### src/rtl/mwb_pkg.sv
// Shared widths and types for the paged management register bridge.
package mwb_pkg;
    localparam int TGT_W = 21;   // full management target address
    localparam int VP_W  = 13;   // page register width, target bits [20:8]
    localparam int REG_W = 16;   // management register width
    localparam int WIN_W = 8;    // offset bits inside one page

    typedef logic [TGT_W-1:0] tgt_addr_t;
    typedef logic [VP_W-1:0]  page_t;
    typedef logic [REG_W-1:0] reg_word_t;

    // Result of decoding one bus address
    typedef struct packed {
        logic      err;     // misaligned or out of range
        logic      is_page; // hits the page register slot
        tgt_addr_t tgt;     // target register address
    } xlate_t;

    // Merge a 16-bit write into an old value under two byte strobes
    function automatic reg_word_t merge_bytes(reg_word_t old_v, reg_word_t new_v,
                                              logic [1:0] strb);
        reg_word_t r;
        r = old_v;
        if (strb[0]) r[7:0]  = new_v[7:0];
        if (strb[1]) r[15:8] = new_v[15:8];
        return r;
    endfunction
endpackage

### src/rtl/mwb_addr_xlate.sv
// Bus address decoder. Turns an APB byte address into a target register
// address, flags the page-register slot and flags bad addresses.
// Assumes STRIDE_BYTES is 2 or 4 and BUS_AW is at most 64.
// Purely combinational; the chosen map is fixed by INDIRECT.
module mwb_addr_xlate
    import mwb_pkg::*;
#(
    parameter int INDIRECT     = 1,
    parameter int STRIDE_BYTES = 2,
    parameter int BUS_AW       = 10
) (
    input  logic [BUS_AW-1:0] paddr,
    input  page_t             page,
    output xlate_t            xo
);
    localparam int SH = (STRIDE_BYTES == 4) ? 2 : 1;

    logic [63:0] idx64;
    logic        misalign;

    // Register index and alignment check
    always_comb begin
        idx64    = 64'(paddr) >> SH;
        misalign = |paddr[SH-1:0];
    end

    generate
        if (INDIRECT != 0) begin : g_paged
            // Paged map: page register supplies the upper target bits
            always_comb begin
                xo.tgt     = {page, idx64[WIN_W-1:0]};
                xo.is_page = (idx64[WIN_W-1:0] == 8'hFF);
                xo.err     = misalign | (|idx64[63:WIN_W]);
            end
        end else begin : g_flat
            logic unused_page;
            // Flat map: index is the whole target address
            always_comb begin
                unused_page = ^page;
                xo.tgt      = idx64[TGT_W-1:0];
                xo.is_page  = 1'b0;
                xo.err      = misalign | (|idx64[63:TGT_W]);
            end
        end
    endgenerate
endmodule

### src/rtl/mwb_page_reg.sv
// Page (viewport) register for the paged map. Holds target bits [20:8].
// Assumes the caller only raises we for an error-free write to its slot.
module mwb_page_reg
    import mwb_pkg::*;
(
    input  logic  clk,
    input  logic  rst_n,
    input  logic  we,
    input  page_t wmask,
    input  page_t wdata,
    output page_t page
);
    // Masked update of the page value
    always_ff @(posedge clk) begin
        if (!rst_n) page <= '0;
        else if (we) page <= (page & ~wmask) | (wdata & wmask);
    end

    p_page_hold_r4: assert property (@(posedge clk) disable iff (!rst_n)
        !we |=> $stable(page));
endmodule

### src/rtl/mwb_regstore.sv
// Behavioural management register store. A small associative array of
// tagged 16-bit words stands in for the 2M-entry target space.
// Writes hit an existing tag or claim the lowest free slot; a write to a
// new address when all slots are taken is dropped. Reads of an unknown
// address give 0. Read data is registered (one cycle after re).
// Assumes we and re are never raised in the same cycle.
module mwb_regstore
    import mwb_pkg::*;
#(
    parameter int N_SLOTS = 32
) (
    input  logic       clk,
    input  logic       rst_n,
    input  logic       we,
    input  tgt_addr_t  waddr,
    input  reg_word_t  wdata,
    input  logic [1:0] wstrb,
    input  logic       re,
    input  tgt_addr_t  raddr,
    output reg_word_t  rdata
);
    localparam int SLOT_W = (N_SLOTS > 1) ? $clog2(N_SLOTS) : 1;

    logic [N_SLOTS-1:0] valid;
    tgt_addr_t          tag  [N_SLOTS];
    reg_word_t          data [N_SLOTS];

    logic [N_SLOTS-1:0] whit;
    logic               whit_any;
    logic [SLOT_W-1:0]  whit_idx;
    logic               free_any;
    logic [SLOT_W-1:0]  free_idx;
    reg_word_t          rd_comb;

    // Tag match for the write port
    always_comb begin
        whit     = '0;
        whit_idx = '0;
        for (int i = 0; i < N_SLOTS; i++) begin
            if (valid[i] && tag[i] == waddr) begin
                whit[i]  = 1'b1;
                whit_idx = SLOT_W'(i);
            end
        end
        whit_any = |whit;
    end

    // Lowest free slot
    always_comb begin
        free_any = 1'b0;
        free_idx = '0;
        for (int i = N_SLOTS-1; i >= 0; i--) begin
            if (!valid[i]) begin
                free_any = 1'b1;
                free_idx = SLOT_W'(i);
            end
        end
    end

    // Tag match for the read port
    always_comb begin
        rd_comb = '0;
        for (int i = 0; i < N_SLOTS; i++) begin
            if (valid[i] && tag[i] == raddr) rd_comb = data[i];
        end
    end

    // Slot occupancy and registered read word
    always_ff @(posedge clk) begin
        if (!rst_n) begin
            valid <= '0;
            rdata <= '0;
        end else begin
            if (we && |wstrb && !whit_any && free_any) valid[free_idx] <= 1'b1;
            if (re) rdata <= rd_comb;
        end
    end

    // Tag and data contents (no reset needed, qualified by valid)
    always_ff @(posedge clk) begin
        if (we && |wstrb) begin
            if (whit_any) begin
                data[whit_idx] <= merge_bytes(data[whit_idx], wdata, wstrb);
            end else if (free_any) begin
                tag[free_idx]  <= waddr;
                data[free_idx] <= merge_bytes('0, wdata, wstrb);
            end
        end
    end

    p_tag_unique_r10: assert property (@(posedge clk) disable iff (!rst_n)
        $onehot0(whit));
    p_alloc_step_r11: assert property (@(posedge clk) disable iff (!rst_n)
        !we |=> $countones(valid) == $countones($past(valid)));
    p_ports_exclusive_r9: assert property (@(posedge clk) disable iff (!rst_n)
        !(we && re));
endmodule

### src/rtl/mgmt_window_bridge.sv
// APB3 slave into a 21-bit space of 16-bit management registers.
// Setup phase: decode the address and launch the store read.
// Access phase: respond with PREADY high, commit writes.
// Assumes an APB-compliant master (address and controls stable from setup
// through access). STRIDE_BYTES must be 2 or 4; the data bus is 8*STRIDE_BYTES.
module mgmt_window_bridge
    import mwb_pkg::*;
#(
    parameter int INDIRECT     = 1,
    parameter int STRIDE_BYTES = 2,
    parameter int BUS_AW       = 10,
    parameter int N_SLOTS      = 32
) (
    input  logic                      clk,
    input  logic                      rst_n,
    input  logic                      psel,
    input  logic                      penable,
    input  logic                      pwrite,
    input  logic [BUS_AW-1:0]         paddr,
    input  logic [8*STRIDE_BYTES-1:0] pwdata,
    input  logic [STRIDE_BYTES-1:0]   pstrb,
    output logic [8*STRIDE_BYTES-1:0] prdata,
    output logic                      pready,
    output logic                      pslverr
);
    localparam int DW = 8 * STRIDE_BYTES;

    page_t     page;
    xlate_t    xo;
    logic      setup_ph, access_ph;
    logic      st_we, st_re, pg_we;
    reg_word_t st_rdata;
    logic      err_q, pg_q, rd_q;
    reg_word_t rd_word;

    mwb_addr_xlate #(
        .INDIRECT(INDIRECT), .STRIDE_BYTES(STRIDE_BYTES), .BUS_AW(BUS_AW)
    ) u_xlate (
        .paddr(paddr), .page(page), .xo(xo)
    );

    // Phase decode and store / page controls
    always_comb begin
        setup_ph  = psel & ~penable;
        access_ph = psel & penable;
        st_re = setup_ph & ~pwrite & ~xo.err & ~xo.is_page;
        st_we = access_ph & pwrite & ~xo.err & ~xo.is_page & (|pstrb[1:0]);
        pg_we = access_ph & pwrite & ~xo.err & xo.is_page & (|pstrb[1:0]);
    end

    generate
        if (INDIRECT != 0) begin : g_page
            mwb_page_reg u_page (
                .clk(clk), .rst_n(rst_n), .we(pg_we),
                .wmask({{(VP_W-8){pstrb[1]}}, {8{pstrb[0]}}}),
                .wdata(pwdata[VP_W-1:0]),
                .page(page)
            );
            p_win_match_r2: assert property (@(posedge clk) disable iff (!rst_n)
                st_we |-> (xo.tgt[TGT_W-1:WIN_W] == page));
        end else begin : g_nopage
            logic unused_pgwe;
            assign page = '0;
            assign unused_pgwe = pg_we;
        end
    endgenerate

    mwb_regstore #(.N_SLOTS(N_SLOTS)) u_store (
        .clk(clk), .rst_n(rst_n),
        .we(st_we), .waddr(xo.tgt), .wdata(pwdata[REG_W-1:0]), .wstrb(pstrb[1:0]),
        .re(st_re), .raddr(xo.tgt), .rdata(st_rdata)
    );

    // Capture the response kind in the setup phase
    always_ff @(posedge clk) begin
        if (!rst_n) begin
            err_q <= 1'b0;
            pg_q  <= 1'b0;
            rd_q  <= 1'b0;
        end else if (setup_ph) begin
            err_q <= xo.err;
            pg_q  <= xo.is_page;
            rd_q  <= ~pwrite;
        end
    end

    // Read word selection and APB response
    always_comb begin
        rd_word = pg_q ? REG_W'(page) : st_rdata;
        prdata  = (access_ph && rd_q && !err_q) ? DW'(rd_word) : '0;
        pready  = 1'b1;
        pslverr = access_ph & err_q;
    end

    generate
        if (STRIDE_BYTES == 4) begin : g_wide
            logic unused_hi;
            assign unused_hi = ^{pwdata[DW-1:REG_W], pstrb[STRIDE_BYTES-1:2]};
            p_upper_zero_r6: assert property (@(posedge clk) disable iff (!rst_n)
                access_ph |-> (prdata[DW-1:REG_W] == '0));
        end
    endgenerate

    p_err_quiet_r7: assert property (@(posedge clk) disable iff (!rst_n)
        (access_ph && pslverr) |-> (prdata == '0 && !st_we && !pg_we));
    p_no_write_data_r9: assert property (@(posedge clk) disable iff (!rst_n)
        (access_ph && pwrite) |-> (prdata == '0));
endmodule

### config.mk
export PLATFORM = sky130hd
export DESIGN_NAME = mgmt_window_bridge
export DESIGN_NICKNAME = d
export VERILOG_FILES = /design/src/rtl/mwb_pkg.sv /design/src/rtl/mwb_addr_xlate.sv /design/src/rtl/mwb_page_reg.sv /design/src/rtl/mwb_regstore.sv /design/src/rtl/mgmt_window_bridge.sv
export SDC_FILE = /design/constraint.sdc
export NUM_CORES = 2
export LEC_CHECK = 0
export BUFFER_PORTS_ARGS = -buffer_cell sky130_fd_sc_hd__buf_4
export CAP_MARGIN = 20
export CORE_MARGIN = 3
export CORE_UTILIZATION = 30
export CTS_CLUSTER_SIZE = 8
export DETAILED_ROUTE_END_ITERATION = 7
export GPL_ROUTABILITY_DRIVEN = 1
export HOLD_SLACK_MARGIN = 0.06
export PLACE_DENSITY = 0.42
export SLEW_MARGIN = 10
export SYNTH_ARGS = -nofsm -noshare
export SYNTH_HDL_FRONTEND = slang
export SYNTH_SLANG_ARGS = --single-unit
### constraint.sdc
create_clock -name clk -period 7 [get_ports clk]
set_input_delay 1.4 -clock clk [delete_from_list [all_inputs] [get_ports clk]]
set_output_delay 1.4 -clock clk [all_outputs]
set_load 0.02 [all_outputs]
==> results.cfg <==
[synth]
syn_inst = 3878
synth_edf_count = 1184
syn_avg_cell_area_um2 = 14.11
async_flop_share = 0
synthesis.nets = 3911
ys_ff_latch = 1248
syn_area_um2 = 54720
synth_cell_type_count = 84
yosysWarnings = 0
yosysSeqAreaShare = 0.6731
ys.flop_type = edfxtp_1

[floorplanning]
core.rowCount = 156
core_area_um2 = 180900
num_io_pins = 51
dieWidth_um = 433.1
die_y_um = 433.1
start_util = 0.3024
die_area_um2 = 187600

[clocking]
clkTransAtPathRegs_ps = 50
clkLatencyLatePin_ps = 820
cts_buffers = 174
cts_resized = 0
htree_levels = 4
root_buffer = clkbuf_16
postCtsSetupBuffers = 0
cts_tree = built
cts_sinks = 1248
cts_buffer_depth = 3
cts_hold_buf = 0

[placed_design]
place.gp.congestion = 0.8584
io_buffers = 49
dp_hpwl_mm = 122.7

[sta]
fin_skew_ps = 42.17
fin_crit_sh = 0.7878
drv_slew = 0
final.setup.tns_ps = 0
setup_viol = 0
relSlewSlack = 0.1646
fmax_mhz = 181.3
hold_violations = 0
rsz0062_at_grt = no
worst_pin_slew_ps = 1253
min_period_ps = 5515
holdWs_ps = 484.8

[finish]
layout_common_cells = 1184 x edfxtp_1, 444 x xnor2_1, 294 x buf_4
area_growth_pct = 17.94
final_nets = 4203
layout_commonest_cell = edfxtp_1
fillers = 17400
seqCellArea_um2 = 36880
drive_gt1_frac = 0.1513
multi_input_area_um2 = 16470

[global_route]
grt_pass1_wl_mm = 259.2
grt.busiest_layer = met2
grt_usage = 0.1924
use_met2 = 0.3163
use_met3 = 0.02637
overflow = 0
grt_use_met1 = 0.2658
first_global_vias = 34280
antenna_found_initial = 4
grt_max_degree = 45

[worst_setup_path]
critPathBufInv = 3
critPathMaxFanout = 20
cp-end-kind = flip-flop
arrival_ps = 5940
worst_path_largest_cell_delay_ps = 670
crit_path_top_delay_cell = or4_4
crit_family = simple AND/OR/NAND/NOR gates
cp_cell_sequence = buf_4, buf_12, xnor2_1, nand4_1, nor4_1, nand4_1, nand2b_1, buf_4, o311ai_0, a31o_1, mux2_4, or4_4, nor3_2
setup.worst_path.class = in -> reg
cp.required_ps = 7420
crit_path_start_kind = input pin
startpoint = paddr[1]
rrSetupSlack_ps = 1680

[route]
drt_iter0_drc = 2971
ant_nets = 0
wire_per_inst_um = 27.45
wl_mm = 182.8
num_vias = 34230
vias_per_cell = 5.141
drt_first_pass_iters = 5
drc = 0

[hold_path]
min_from = u_store.data[31][2]
hold_class = reg -> reg

[power]
total_leakage_power_nw = 22.39
power_density_nw_per_um2 = 256.5
peakVddDrop_uv = 248.5

[outcome]
status = finished, final reports clean

[flow_run]
drv_cap = 0
-- cells in the mapped netlist, types with 15 or more instances --
cell type,instances,area (µm²)
a2111oi_0,32,280.3
a21o_1,31,232.7
a21oi_1,146,730.7
a221o_1,16,160.2
a221oi_1,36,315.3
a22o_1,19,166.4
a31oi_1,20,125.1
and2_1,20,125.1
and3_1,20,125.1
and4_1,17,148.9
buf_4,32,240.2
buf_6,45,506.7
clkbuf_1,107,401.6
dfxtp_1,64,1281
edfxtp_1,1184,35550
inv_1,68,255.2
mux2i_1,30,300.3
nand2_1,141,529.3
nand3_1,34,170.2
nand4_1,224,1401
nand4b_1,15,131.4
nor2_1,192,720.7
nor2b_1,29,181.4
nor3_1,89,445.4
nor4_1,120,750.7
nor4b_1,15,131.4
o2111ai_1,30,262.8
o21a_1,84,630.6
o21ai_0,128,640.6
o22ai_1,15,93.84
or2_2,16,100.1
xnor2_1,444,3889
xor2_1,230,2014
-- layout make-up --
class / instances / area share
sequential: 1248 / 0.5715
multi-input combinational: 2352 / 0.2551
clock buffer: 275 / 0.07382
tap: 2370 / 0.04594
timing repair buffer: 326 / 0.04399
clock inverter: 15 / 0.005564
inverter: 68 / 0.003955
antenna: 4 / 0.0001551
-- sequential cells by signal, summed over array words and instances (netlist names), named ones only --
| name | flops |
|---|---|
| u_store.data | 512 |
| u_store.rdata | 16 |
| err_q | 1 |
| pg_q | 1 |
| u_store.valid | 32 |
| rd_q | 1 |
| u_store.tag | 672 |
-- tightest hold or removal path, stage by stage, from the launching register on --
cell and delay [ps]:
edfxtp_1 320, a221oi_1 70, o21ai_0 70
-- logic make-up after synthesis --
| group | after synthesis | share of synthesized area |
|---|---|---|
| AO/OA/AOI/OAI | 622 | 0.07625 |
| buffers and inverters | 278 | 0.03034 |
| other | 1 | 0.00006853 |
| flip-flops | 1248 | 0.6731 |
| AND/OR/NAND/NOR | 1021 | 0.1057 |
| XOR/XNOR | 677 | 0.1088 |
| multiplexers | 31 | 0.005762 |
-- report_power, final --
| part | internal, mW | switching (mW) |
|---|---|---|
| combinational | 0.124 | 0.284 |
| clock | 4.67 | 3.35 |
| sequential | 8.13 | 0.00118 |
-- layer usage --
layer / part of all wire / wire length [µm] / up-vias
met3: 0.040 / 7250 / 230
met4: 0.024 / 4435 / 0
met5: 0 / 0 / -
met1: 0.46 / 83880 / 17720
li1: - / - / 15410
met2: 0.48 / 87210 / 870
-- final timing paths --
path	end	depth (start not counted)
worst max-delay path	u_store.data[11][13]	13
worst min-delay path	u_store.rdata[2]	2
worst max register to register	u_store.data[11][13]	12
worst min register to register	u_store.rdata[2]	2
-- stage by stage --
step / std cells / total power, mW / utilization / setup slack [ps] / cell area, µm²
after detailed placement: 6362 / 8.696 / 0.3282 / 762.5 / 59390
after global placement: 6362 / 8.694 / 0.3282 / 552.8 / 59390
after floorplan: 3878 / 8.504 / - / 1230 / 54720
after global routing: 6654 / 17.09 / 0.3567 / 1326 / 64530
after CTS: 6652 / 16.76 / 0.3566 / 1596 / 64510
final: 6658 / 16.56 / 0.3567 / 1485 / 64540
Power figures use the tool's default switching activity.
